File: src/rtl/epw_pkg.sv
package epw_pkg;

   typedef enum logic [2:0] {
      ST_IDLE,
      ST_WAIT,
      ST_SETUP,
      ST_LOW,
      ST_HIGH,
      ST_PROG
   } epw_state_e;

   function automatic int ns_to_cyc(input int ns, input int clk_ns);
      return (ns + clk_ns - 1) / clk_ns;
   endfunction

   function automatic int max2(input int a, input int b);
      return (a > b) ? a : b;
   endfunction

endpackage

File: src/rtl/epw_timer.sv
module epw_timer #(
   parameter int W = 8
) (
   input  logic         clk,
   input  logic         rst_n,
   input  logic         load,
   input  logic [W-1:0] load_val,
   output logic         expired
);
   logic [W-1:0] cnt_q;

   always_ff @(posedge clk) begin
      if (!rst_n)              cnt_q <= '0;
      else if (load)           cnt_q <= load_val;
      else if (cnt_q != '0)    cnt_q <= cnt_q - 1'b1;
   end

   assign expired = (cnt_q == '0);
endmodule

File: src/rtl/epw_req_check.sv
module epw_req_check #(
   parameter int PAGE_BITS = 7,
   localparam int CNT_W    = PAGE_BITS + 1
) (
   input  logic [PAGE_BITS-1:0] offset,
   input  logic [CNT_W-1:0]     count,
   output logic                 fits
);
   localparam logic [CNT_W:0] PAGE_SZ = (CNT_W+1)'(2 ** PAGE_BITS);
   logic [CNT_W:0] end_pos;

   assign end_pos = {2'b00, offset} + {1'b0, count};
   assign fits    = (count != '0) && (end_pos <= PAGE_SZ);
endmodule

File: src/rtl/epw_addr_gen.sv
module epw_addr_gen #(
   parameter int ADDR_W    = 19,
   parameter int PAGE_BITS = 7
) (
   input  logic              clk,
   input  logic              rst_n,
   input  logic              load,
   input  logic [ADDR_W-1:0] base,
   input  logic              step,
   output logic [ADDR_W-1:0] addr
);
   logic [PAGE_BITS-1:0] off_q;

   always_ff @(posedge clk) begin
      if (!rst_n)     off_q <= '0;
      else if (load)  off_q <= base[PAGE_BITS-1:0];
      else if (step)  off_q <= off_q + 1'b1;
   end

   generate
      if (ADDR_W > PAGE_BITS) begin : g_split
         logic [ADDR_W-PAGE_BITS-1:0] page_q;
         always_ff @(posedge clk) begin
            if (!rst_n)    page_q <= '0;
            else if (load) page_q <= base[ADDR_W-1:PAGE_BITS];
         end
         assign addr = {page_q, off_q};
      end else begin : g_flat
         assign addr = off_q;
      end
   endgenerate
endmodule

File: src/rtl/eeprom_page_writer.sv
module eeprom_page_writer
   import epw_pkg::*;
#(
   parameter int ADDR_W      = 19,
   parameter int PAGE_BITS   = 7,
   parameter int DATA_W      = 8,
   parameter int CLK_NS      = 20,
   parameter int WP_NS       = 150,
   parameter int WPH_NS      = 50,
   parameter int DS_NS       = 100,
   parameter int DH_NS       = 10,
   parameter int ADDR_SU_CYC = 1,
   parameter int LOAD_WIN_NS = 150000,
   parameter int PROG_NS     = 10000000,
   localparam int CNT_W      = PAGE_BITS + 1
) (
   input  logic              clk,
   input  logic              rst_n,
   input  logic              start,
   input  logic [ADDR_W-1:0] base_addr,
   input  logic [CNT_W-1:0]  byte_cnt,
   output logic              busy,
   output logic              done,
   output logic              err,
   input  logic              in_valid,
   input  logic [DATA_W-1:0] in_data,
   output logic              in_ready,
   output logic [ADDR_W-1:0] ee_addr,
   output logic [DATA_W-1:0] ee_dq,
   output logic              ee_dq_oe,
   output logic              ee_cs_n,
   output logic              ee_we_n,
   output logic              ee_oe_n
);
   localparam int LO_CYC   = max2(ns_to_cyc(WP_NS, CLK_NS), ns_to_cyc(DS_NS, CLK_NS));
   localparam int HI_CYC   = max2(max2(ns_to_cyc(WPH_NS, CLK_NS), ns_to_cyc(DH_NS, CLK_NS)), 1);
   localparam int SU_CYC   = ADDR_SU_CYC;
   localparam int GAP_CYC  = LOAD_WIN_NS / CLK_NS - SU_CYC - LO_CYC - HI_CYC - 1;
   localparam int PROG_CYC = ns_to_cyc(PROG_NS, CLK_NS);
   localparam int TMR_MAX  = max2(max2(PROG_CYC, GAP_CYC), max2(LO_CYC, HI_CYC));
   localparam int TMR_W    = $clog2(TMR_MAX + 1);

   initial begin
      assert (PAGE_BITS >= 1 && PAGE_BITS <= ADDR_W) else $error("PAGE_BITS out of range");
      assert (ADDR_SU_CYC >= 1) else $error("ADDR_SU_CYC must be at least 1");
      assert (GAP_CYC >= 1) else $error("load window too short for one strobe");
      assert (DATA_W >= 1) else $error("DATA_W must be positive");
   end

   epw_state_e        st_q, st_d;
   logic [CNT_W-1:0]  left_q, left_d;
   logic [DATA_W-1:0] data_q;
   logic              err_q, err_d, done_q, done_d;
   logic              tmr_ld, tmr_exp, addr_ld, step, acc, req_ok;
   logic [TMR_W-1:0]  tmr_val;

   epw_req_check #(.PAGE_BITS(PAGE_BITS)) u_chk (
      .offset(base_addr[PAGE_BITS-1:0]), .count(byte_cnt), .fits(req_ok));

   epw_timer #(.W(TMR_W)) u_tmr (
      .clk(clk), .rst_n(rst_n), .load(tmr_ld), .load_val(tmr_val), .expired(tmr_exp));

   epw_addr_gen #(.ADDR_W(ADDR_W), .PAGE_BITS(PAGE_BITS)) u_addr (
      .clk(clk), .rst_n(rst_n), .load(addr_ld), .base(base_addr), .step(step), .addr(ee_addr));

   always_comb begin
      st_d    = st_q;
      left_d  = left_q;
      tmr_ld  = 1'b0;
      tmr_val = '0;
      addr_ld = 1'b0;
      step    = 1'b0;
      acc     = 1'b0;
      err_d   = 1'b0;
      done_d  = 1'b0;
      unique case (st_q)
         ST_IDLE: if (start) begin
            if (req_ok) begin
               st_d    = ST_WAIT;
               left_d  = byte_cnt;
               addr_ld = 1'b1;
               tmr_ld  = 1'b1;
               tmr_val = TMR_W'(GAP_CYC - 1);
            end else begin
               err_d = 1'b1;
            end
         end
         ST_WAIT: if (in_valid) begin
            acc     = 1'b1;
            st_d    = ST_SETUP;
            tmr_ld  = 1'b1;
            tmr_val = TMR_W'(SU_CYC - 1);
         end else if (tmr_exp) begin
            err_d   = 1'b1;
            st_d    = ST_PROG;
            tmr_ld  = 1'b1;
            tmr_val = TMR_W'(PROG_CYC - 1);
         end
         ST_SETUP: if (tmr_exp) begin
            st_d    = ST_LOW;
            tmr_ld  = 1'b1;
            tmr_val = TMR_W'(LO_CYC - 1);
         end
         ST_LOW: if (tmr_exp) begin
            st_d    = ST_HIGH;
            tmr_ld  = 1'b1;
            tmr_val = TMR_W'(HI_CYC - 1);
         end
         ST_HIGH: if (tmr_exp) begin
            step   = 1'b1;
            left_d = left_q - 1'b1;
            tmr_ld = 1'b1;
            if (left_q == CNT_W'(1)) begin
               st_d    = ST_PROG;
               tmr_val = TMR_W'(PROG_CYC - 1);
            end else begin
               st_d    = ST_WAIT;
               tmr_val = TMR_W'(GAP_CYC - 1);
            end
         end
         ST_PROG: if (tmr_exp) begin
            st_d   = ST_IDLE;
            done_d = 1'b1;
         end
         default: st_d = ST_IDLE;
      endcase
   end

   always_ff @(posedge clk) begin
      if (!rst_n) begin
         st_q   <= ST_IDLE;
         left_q <= '0;
         data_q <= '0;
         err_q  <= 1'b0;
         done_q <= 1'b0;
      end else begin
         st_q   <= st_d;
         left_q <= left_d;
         err_q  <= err_d;
         done_q <= done_d;
         if (acc) data_q <= in_data;
      end
   end

   assign busy     = (st_q != ST_IDLE);
   assign done     = done_q;
   assign err      = err_q;
   assign in_ready = (st_q == ST_WAIT);
   assign ee_cs_n  = !(st_q == ST_SETUP || st_q == ST_LOW || st_q == ST_HIGH);
   assign ee_we_n  = (st_q != ST_LOW);
   assign ee_dq_oe = !ee_cs_n;
   assign ee_dq    = data_q;
   assign ee_oe_n  = 1'b1;

   // Pulse-width monitors feeding the timing assertions
   logic [TMR_W-1:0] mon_lo_q, mon_hi_q;
   always_ff @(posedge clk) begin
      if (!rst_n) begin
         mon_lo_q <= '0;
         mon_hi_q <= '1;
      end else begin
         mon_lo_q <= ee_we_n ? '0 : mon_lo_q + 1'b1;
         mon_hi_q <= !ee_we_n ? '0 : ((mon_hi_q == '1) ? mon_hi_q : mon_hi_q + 1'b1);
      end
   end

   AST_STROBE_LOW_LEN: assert property (@(posedge clk) disable iff (!rst_n)
      $rose(ee_we_n) |-> mon_lo_q == TMR_W'(LO_CYC));
   AST_STROBE_HIGH_GAP: assert property (@(posedge clk) disable iff (!rst_n)
      $fell(ee_we_n) |-> mon_hi_q >= TMR_W'(SU_CYC + HI_CYC));
   AST_DATA_STEADY: assert property (@(posedge clk) disable iff (!rst_n)
      (!ee_cs_n && $past(!ee_cs_n)) |-> $stable(ee_dq));
   AST_ADDR_STEADY: assert property (@(posedge clk) disable iff (!rst_n)
      (!ee_cs_n && $past(!ee_cs_n)) |-> $stable(ee_addr));
   AST_NO_STROBE_IDLE: assert property (@(posedge clk) disable iff (!rst_n)
      !busy |-> (ee_we_n && ee_cs_n));
   AST_READY_NO_SELECT: assert property (@(posedge clk) disable iff (!rst_n)
      in_ready |-> ee_cs_n);
   AST_DONE_SINGLE: assert property (@(posedge clk) disable iff (!rst_n)
      done |=> (!done && !busy));
   AST_START_IGNORED: assert property (@(posedge clk) disable iff (!rst_n)
      (busy && start && !done) |=> !err || $past(in_ready));
endmodule

File: config.mk
export PLATFORM = sky130hd
export DESIGN_NAME = eeprom_page_writer
export DESIGN_NICKNAME = d
export VERILOG_FILES = /design/src/rtl/epw_pkg.sv /design/src/rtl/epw_timer.sv /design/src/rtl/epw_req_check.sv /design/src/rtl/epw_addr_gen.sv /design/src/rtl/eeprom_page_writer.sv
export SDC_FILE = /design/constraint.sdc
export NUM_CORES = 1
export LEC_CHECK = 0
export ABC_AREA = 1
export BUFFER_PORTS_ARGS = -buffer_cell sky130_fd_sc_hd__buf_4
export CORE_MARGIN = 2
export CORE_UTILIZATION = 40
export CTS_BUF_LIST = sky130_fd_sc_hd__clkbuf_4
export DETAILED_ROUTE_END_ITERATION = 7
export PLACE_DENSITY = 0.57
export SYNTH_ARGS = -nofsm -noshare
export SYNTH_HDL_FRONTEND = slang
export SYNTH_SLANG_ARGS = --single-unit
File: constraint.sdc
create_clock -name clk -period 6.2 [get_ports clk]
set_input_delay 0.93 -clock clk [delete_from_list [all_inputs] [get_ports clk]]
set_output_delay 0.93 -clock clk [all_outputs]
set_load 0.005 [all_outputs]
==> summary.txt, run 1 <==
Synth
  – Sequential-to-total area share from yosys stat: 32.3%
  – Syn Area/Cell: 6.61 um2
  – Most frequent cell after synthesis: nand2_1
  – Cells after synthesis: 553
  – Post-synth top area share: 32.3%
  – Synth cell types: 41
  – Area leader, netlist: dfxtp_1
  – Primary FF master, synth: dfxtp_1
  – Syn_nets: 604
  – Synth area leaders: dfxtp_1 32%, nand2_1 13%, inv_1 7.3%
  – Number of flops mapped to enable cells by yosys: 0
  – Async S/R FF share, synth: 0%
  – YS warnings: 0
  – Mapped Area: ~0.0037 mm2
  – Commonest cells in the netlist: 129 x nand2_1, 71 x inv_1, 62 x nor2_1
  – Post-synthesis register bit count: 59

Setup path
  – Reg2reg path depth: 12
  – Critical Path AT: 3.73 ns
  – Crit path max fanout: 58
  – CP most frequent cell: nor2_1
  – Worst Setup End Kind: flop
  – Crit Path Category: in2reg
  – CP Launch Type: input port
  – Critical Path RT: approximately 6.5 ns
  – Critical Path, Cell by Cell: buf_4 -> ha_1 -> fa_1 -> or2_1 -> nor2_1 -> nand3_1 -> nor2_1 -> nand3_1 -> nand2_2 -> nand4_4 -> nand2_2 -> nand2_1 -> o21ai_0 -> nor2_1
  – Peak per-stage delay on the critical path: about 0.62 ns
  – Slowest cell on crit path: nand4_4

Power and ir drop
  – Power per Cell Area: 402 mW/mm2
  – Post-layout total power: 1.75 mW
  – LEAKAGE: 2.11 nW
  – Maximum vdd drop: 0.275 mV

Clock tree
  – Clk slew on worst S/H paths: 0.10 ns
  – CTS tree: built
  – Worst-Skew Late Latency: 0.41 ns
  – Root Driver: clkbuf_4
  – Hold Buf Count CTS: 0
  – # resized after CTS: 0
  – Clk buf depth: 2
  – # Post-CTS Setup Buffers: 0
  – Clock Sink Count: between 50 and 60
  – Total CTS buffers: 9
  – CTS H-tree depth: 3

Routing
  – Final wirelength: 9.51 mm
  – First drt pass iteration count: 5
  – DR vias: 3,661
  – DRT antenna net count: 0
  – 1st-iter DRT viols: 212
  – Post-DR wirelength/cell: 13.0 um
  – Residual DRC count: 0
  – Via/cell ratio: 4.99

Global routing
  – First-pass GRT wire length: roughly 16 mm
  – Pin count of the biggest net entering global routing: 59
  – Total grt overflow: 0
  – Vias in the first global route: ~3.3k
  – Antenna violations before repair: 0
  – Total Routing Usage GR: 19.7%

Placed design
  – Post-place setup slack: 2.30 ns
  – Buffers on Ports: 72
  – Final RePlAce weighted congestion: 0.870
  – DP Area: 0.00424 mm2
  – Placed cell count: 717
  – Detail Placement HPWL: 7.14 mm

Timing
  – RSZ-0062 raised after global routing: false
  – Setup slack after layout: 2.76 ns
  – Final Max Slew Viols: 0
  – Fmax: between 0.2 and 0.3 GHz
  – Fin Setup TNS: 0 ns
  – Hold slack final: 0.449 ns
  – Worst-margin pin slew: roughly 0.83 ns
  – Minimum clock period: ~3.4 ns
  – Fin. Hold Viols: 0
  – Relative slew slack: 44.5%
  – Clk_skew: 0.0166 ns
  – Setup-failing EPs final: 0
  – Final worst path period share: 55.5%

Cells and area
  – Final Instance Area: 0.00435 mm2
  – Post-Layout Cell Count: 733
  – Layout area overhead: 19.1%
  – N_diodes: 0
  – Layout Nets: 671
  – Layout Utilization: 49.4%
  – Ratio of cells with drive above 1 in the final layout: a little under a fifth

Die
  – Die X: 99.6 um
  – IO Count: 74
  – Core footprint: between 0.008 and 0.009 mm2
  – Initial Util: between 40% and 50%
  – Die area: 0.00991 mm2
  – Die H: 99.6 um
  – Row count: 34

Status
  – Status: finished clean

Flow run
  – Max Cap Viol: 0

Min path
  – Min-delay worst type: reg2reg
  – Hold Crit Depth: 2
[per-layer routing]
layer	GRT usage (%)	up-vias	share of wire [%]
li1	-	1906	-
met1	26.4	1657	47
met2	31.8	84	47
met3	4.50	14	3.9
met4	5.48	0	1.5
met5	0	-	0
[sequential cells by signal, indices dropped and copies added (netlist names)]
| register | cells |
|---|---|
| u_tmr.cnt_q | 19 |
| u_addr.g_split.page_q | 12 |
| ee_dq | 8 |
| left_q | 8 |
| u_addr.off_q | 7 |
| st_q | 3 |
| done | 1 |
| err | 1 |
[kinds of logic (layout without fill, tap and decap cells)]
logic type / count (synthesis) / in the layout / share of synthesized area [%]
XOR/XNOR: 21 / 21 / 5.03
AO/OA/AOI/OAI: 83 / 83 / 12.7
buffers and inverters: 98 / 170 / 10.9
flip-flops: 59 / 59 / 32.3
multiplexers: 1 / 1 / 0.274
adder cells (fa/ha/maj): 12 / 12 / 4.32
other: 1 / 1 / 0.103
AND/OR/NAND/NOR: 278 / 278 / 34.3
[critical path, delay by kind of cell]
| kind | cells | cell delay (ns) |
|---|---|---|
| and+or+nand+nor | 10 | 1.93 |
| adders and majority gates | 2 | 0.66 |
| buffers and inverters | 1 | 0.12 |
| AOI/OAI and AO/OA | 1 | 0.09 |
[final cells by class]
type	instances	area [um2]
fillers	935	4460
multi-input cells	396	2070
flip-flops and latches	59	1180
repair buffers	72	541
inverters	82	308
well taps	108	135
clock buffers	9	67.6
clock inverters	7	45.0
[path summary, 6_finish.rpt]
check / start / endpoint / slack [ns]
min: u_addr.g_split.page_q[10] / u_addr.g_split.page_q[10] / 0.45
max: base_addr[0] / left_q[5] / 2.76
min reg2reg: u_addr.g_split.page_q[10] / u_addr.g_split.page_q[10] / 0.45
max reg2reg: u_tmr.cnt_q[0] / u_tmr.cnt_q[10] / 3.79
[power breakdown]
part / leakage (nW) / total [mW] / switching (mW) / internal (mW)
Clock: 0.0654 / 0.236 / 0.156 / 0.0806
Combinational: 1.57 / 0.947 / 0.576 / 0.370
Sequential: 0.482 / 0.566 / 0.0912 / 0.475
[layout by cell type, fill, tap and decap left out, drive strengths merged]
cell type,n
o21ai,26
a22o,1
clkinv,7
buf,72
clkinvlp,1
fa,1
ha,11
nand4,12
o211ai,9
nor2,69
a31oi,2
nor4,3
a21boi,1
nand2,135
o21bai,1
or2,1
conb,1
inv,81
xnor2,9
a21oi,43
nand3b,3
clkbuf,9
nand3,43
mux2i,1
xor2,12
nor3,12
dfxtp,59
Power figures use the tool's default switching activity.
==> run 2: changes to the inputs <==
--- a/config.mk
+++ b/config.mk
@@ -5,13 +5,13 @@
 export SDC_FILE = /design/constraint.sdc
 export NUM_CORES = 1
 export LEC_CHECK = 0
-export ABC_AREA = 1
+export ABC_AREA = 0
 export BUFFER_PORTS_ARGS = -buffer_cell sky130_fd_sc_hd__buf_4
 export CORE_MARGIN = 2
 export CORE_UTILIZATION = 40
 export CTS_BUF_LIST = sky130_fd_sc_hd__clkbuf_4
 export DETAILED_ROUTE_END_ITERATION = 7
-export PLACE_DENSITY = 0.57
+export PLACE_DENSITY = 0.6
 export SYNTH_ARGS = -nofsm -noshare
 export SYNTH_HDL_FRONTEND = slang
 export SYNTH_SLANG_ARGS = --single-unit
==> constraint.sdc (replaced) <==
create_clock -name clk -period 2.9 [get_ports clk]
set_input_delay 0.435 -clock clk [delete_from_list [all_inputs] [get_ports clk]]
set_output_delay 0.435 -clock clk [all_outputs]
set_load 0.005 [all_outputs]
==> summary.txt, run 2 <==
Status
  – Status: finished clean

Cells and area
  – Final Instance Area: 0.00418 mm2 (-3.9%)
  – Commonest non-fill, non-tap cell in the layout: buf_4
  – Layout Utilization: 51.4% (+2.0 points)
  – Most frequent cells in the layout: 91 x buf_4, 59 x dfxtp_1, 51 x nand2_1
  – Post-Layout Cell Count: 591 (-19%)
  – Largest registers: u_tmr.cnt_q x19, u_addr.g_split.page_q x12
  – Fillers: 794 (-15%)
  – Max FFs per register: 19 (unchanged)
  – Sequential cell area: 0.00118 mm2 (unchanged)
  – Layout Nets: 532 (-21%)
  – Ratio of cells with drive above 1 in the final layout: 25.3% (+6.1 points)
  – Largest register by flop count: u_tmr.cnt_q
  – N_diodes: 0 (unchanged)
  – Layout area overhead: 25.9%
  – Area occupied by multi-input gates: 0.00198 mm2 (-4.4%)

Routing
  – Residual DRC count: 0 (unchanged)
  – Via/cell ratio: 5.23 (+4.7%)
  – Final wirelength: 8.54 mm (-10%)
  – 1st-iter DRT viols: 142 (-33%)
  – Post-DR wirelength/cell: 14.5 um (+11%)
  – DRT antenna net count: 0 (unchanged)
  – First drt pass iteration count: 4 (-1)
  – DR vias: 3,090 (-16%)

Setup path
  – Number of cells on the critical path: 12 (-2)
  – Reg2reg setup slack: 0.37 ns (-3.42 ns)
  – Peak per-stage delay on the critical path: 0.50 ns (-0.12 ns)
  – CP Launch Type: input port
  – Critical path's top delay family: compound AO/OA/AOI/OAI gates
  – Crit path max fanout: 12 (-79%)
  – Critical Path, Cell by Cell: buf_4 -> ha_1 -> fa_1 -> and3_1 -> nor2_1 -> xnor2_1 -> nor4_1 -> a31o_1 -> a21oi_2 -> buf_4 -> o31a_1 -> a21oi_1
  – Crit Path Category: in2reg
  – Worst Setup End Kind: flop
  – Reg2reg path depth: 10 (-2)
  – CP bufs+invs: 2 (+1)
  – Critical Path AT: 2.96 ns (-0.77 ns)
  – CP most frequent cell: buf_4
  – Slowest cell on crit path: a21oi_2
  – Critical Path RT: 3.20 ns (-3.29 ns)

Synth
  – Most frequent cell after synthesis: dfxtp_1
  – Simple-gate area share of the yosys netlist: 24.7% (-9.6 points)
  – Primary FF master, synth: dfxtp_1
  – Area leader, netlist: dfxtp_1
  – Syn Area/Cell: 8.30 um2 (+26%)
  – Mux cell area share after synthesis: 4.22% (+3.9 points)
  – Syn_nets: 451 (-25%)
  – YS warnings: 0 (unchanged)
  – Fraction of the mapped netlist area in adder cells: 4.75% (+0.43 points)
  – Number of flops mapped to enable cells by yosys: 0 (unchanged)
  – Sequential-to-total area share from yosys stat: 35.6% (+3.3 points)
  – Post-synth top area share: 35.6% (+3.3 points)
  – Synth Area in XOR/XNOR: 7.12% (+2.1 points)
  – Synth Area in Compound Gates: 18.8% (+6.1 points)
  – Mapped Area: 0.00332 mm2 (-9.1%)
  – Largest family of logic cells by synthesized area: simple AND/OR/NAND/NOR gates
  – Synth cell types: 62 (+51%)
  – Synth area leaders: dfxtp_1 36%, nand2_1 5.8%, a21oi_1 5.6%
  – Post-synthesis register bit count: 59 (unchanged)
  – Async S/R FF share, synth: 0% (unchanged)
  – Cells after synthesis: 400 (-28%)
  – Commonest cells in the netlist: 59 x dfxtp_1, 51 x nand2_1, 42 x nor2_1

Timing
  – Final Max Slew Viols: 0 (unchanged)
  – Worst-margin pin slew: 0.718 ns (-0.112 ns)
  – Minimum clock period: 2.66 ns
  – Fin. Hold Viols: 0 (unchanged)
  – Clk_skew: 0.0160 ns (-0.000668 ns)
  – RSZ-0062 raised after global routing: false
  – Setup-failing EPs final: 0 (unchanged)
  – Fin Setup TNS: 0 ns (unchanged)
  – Relative slew slack: 52.1% (+7.5 points)
  – Final worst path period share: 91.6%
  – Fmax: 0.376 GHz

Die
  – Initial Util: 40.8% (-0.68 points)
  – Row count: 33 (-2.9%)
  – Die X: 95.1 um (-4.5%)
  – IO Count: 74 (unchanged)
  – Die area: 0.00904 mm2 (-8.8%)
  – Die H: 95.1 um (-4.5%)
  – Core footprint: 0.00813 mm2 (-7.6%)

Global routing
  – Pin count of the biggest net entering global routing: 23 (-61%)
  – Antenna violations before repair: 0 (unchanged)
  – Met1 usage: 25.9% (-0.53 points)
  – Global route hottest layer: met2
  – Grt met3 use: 5.85% (+1.4 points)
  – Total grt overflow: 0 (unchanged)
  – First-pass GRT wire length: 14.1 mm (-11%)
  – Vias in the first global route: 2,934 (-11%)
  – Met2 Resource Use GR: 32.7% (+0.93 points)
  – Total Routing Usage GR: 20.1% (+0.39 points)

Placed design
  – Placed cell count: 575 (-20%)
  – Detail Placement HPWL: 6.37 mm (-11%)
  – Final RePlAce weighted congestion: 0.897 (+3.1%)
  – Buffers on Ports: 72 (unchanged)
  – DP Area: 0.00404 mm2 (-4.8%)

Clock tree
  – Clock Sink Count: 59 (unchanged)
  – Hold Buf Count CTS: 0 (unchanged)
  – CTS H-tree depth: 3 (unchanged)
  – # Post-CTS Setup Buffers: 0 (unchanged)
  – Worst-Skew Late Latency: 0.42 ns (about the same)
  – Total CTS buffers: 9 (unchanged)
  – Clk slew on worst S/H paths: 0.11 ns (about the same)
  – CTS tree: built
  – Clk buf depth: 2 (unchanged)
  – # resized after CTS: 0 (unchanged)
  – Root Driver: clkbuf_4

Power and ir drop
  – Maximum vdd drop: 0.398 mV (+45%)
  – LEAKAGE: 1.89 nW (-11%)
  – Post-layout total power: 3.45 mW (+98%)
  – Power per Cell Area: 826 mW/mm2 (+110%)

Flow run
  – Max Cap Viol: 0 (unchanged)

Min path
  – Min-delay worst type: in2reg
  – Hold Crit Depth: 3 (+1)
## run 2: changes by cell type after synthesis, sizes merged, moves of 7 or more
cell    previous run  this run
nand3             43        12
mux2i              1        14
o21ai             26        19
o211ai             9         1
nand2            135        52
inv               81        10
nor2              69        47
## run 2: metal layers
metal,vias to the layer above,routed length [um]
li1,1585,-
met1,1427,3920
met2,68,4050
met3,10,473
met4,0,87
met5,-,0
## run 2: final cells by class
| cell class | count | share of cell area [%] |
|---|---|---|
| clock buffers | 9 | 1.62 |
| multi-input cells | 309 | 47.4 |
| well taps | 105 | 3.14 |
| inverters | 10 | 0.898 |
| clock inverters | 7 | 1.86 |
| repair buffers | 92 | 16.8 |
| flip-flops and latches | 59 | 28.3 |
## run 2: through the flow
step                      worst slack [ns]  hold WS (ns)
after floorplan                      0.207         0.442
after global placement             -0.0861         0.445
after detailed placement            -0.162         0.451
after CTS                            0.279         0.223
after global routing                 0.151         0.232
final                                0.244         0.246
## run 2: worst paths after layout
check,endpoint,from
max reg2reg,u_tmr.cnt_q[17],u_tmr.cnt_q[0]
min,u_addr.g_split.page_q[5],base_addr[12]
min reg2reg,ee_dq[0],ee_dq[0]
max,u_tmr.cnt_q[4],base_addr[0]
## run 2: cell families after synthesis
group,count (synthesis)
adders and majority gates,12
DFF,59
xor gates and xnor gates,27
buffers and inverters,32
AOI/OAI and AO/OA,96
other,1
and+or+nand+nor,159
muxes,14
## run 2: report_power, final
part / switching, mW / internal [mW]
Clock: 0.343 / 0.268
Combinational: 0.940 / 0.751
Sequential: 0.166 / 0.987
Total: 1.45 / 2.01
## run 2: tightest hold or removal path: cells and delay by family
| family | cells | cell delay (ns) |
|---|---|---|
| buffers and inverters | 1 | 0.07 |
| muxes | 1 | 0.05 |
| and+or+nand+nor | 1 | 0.07 |
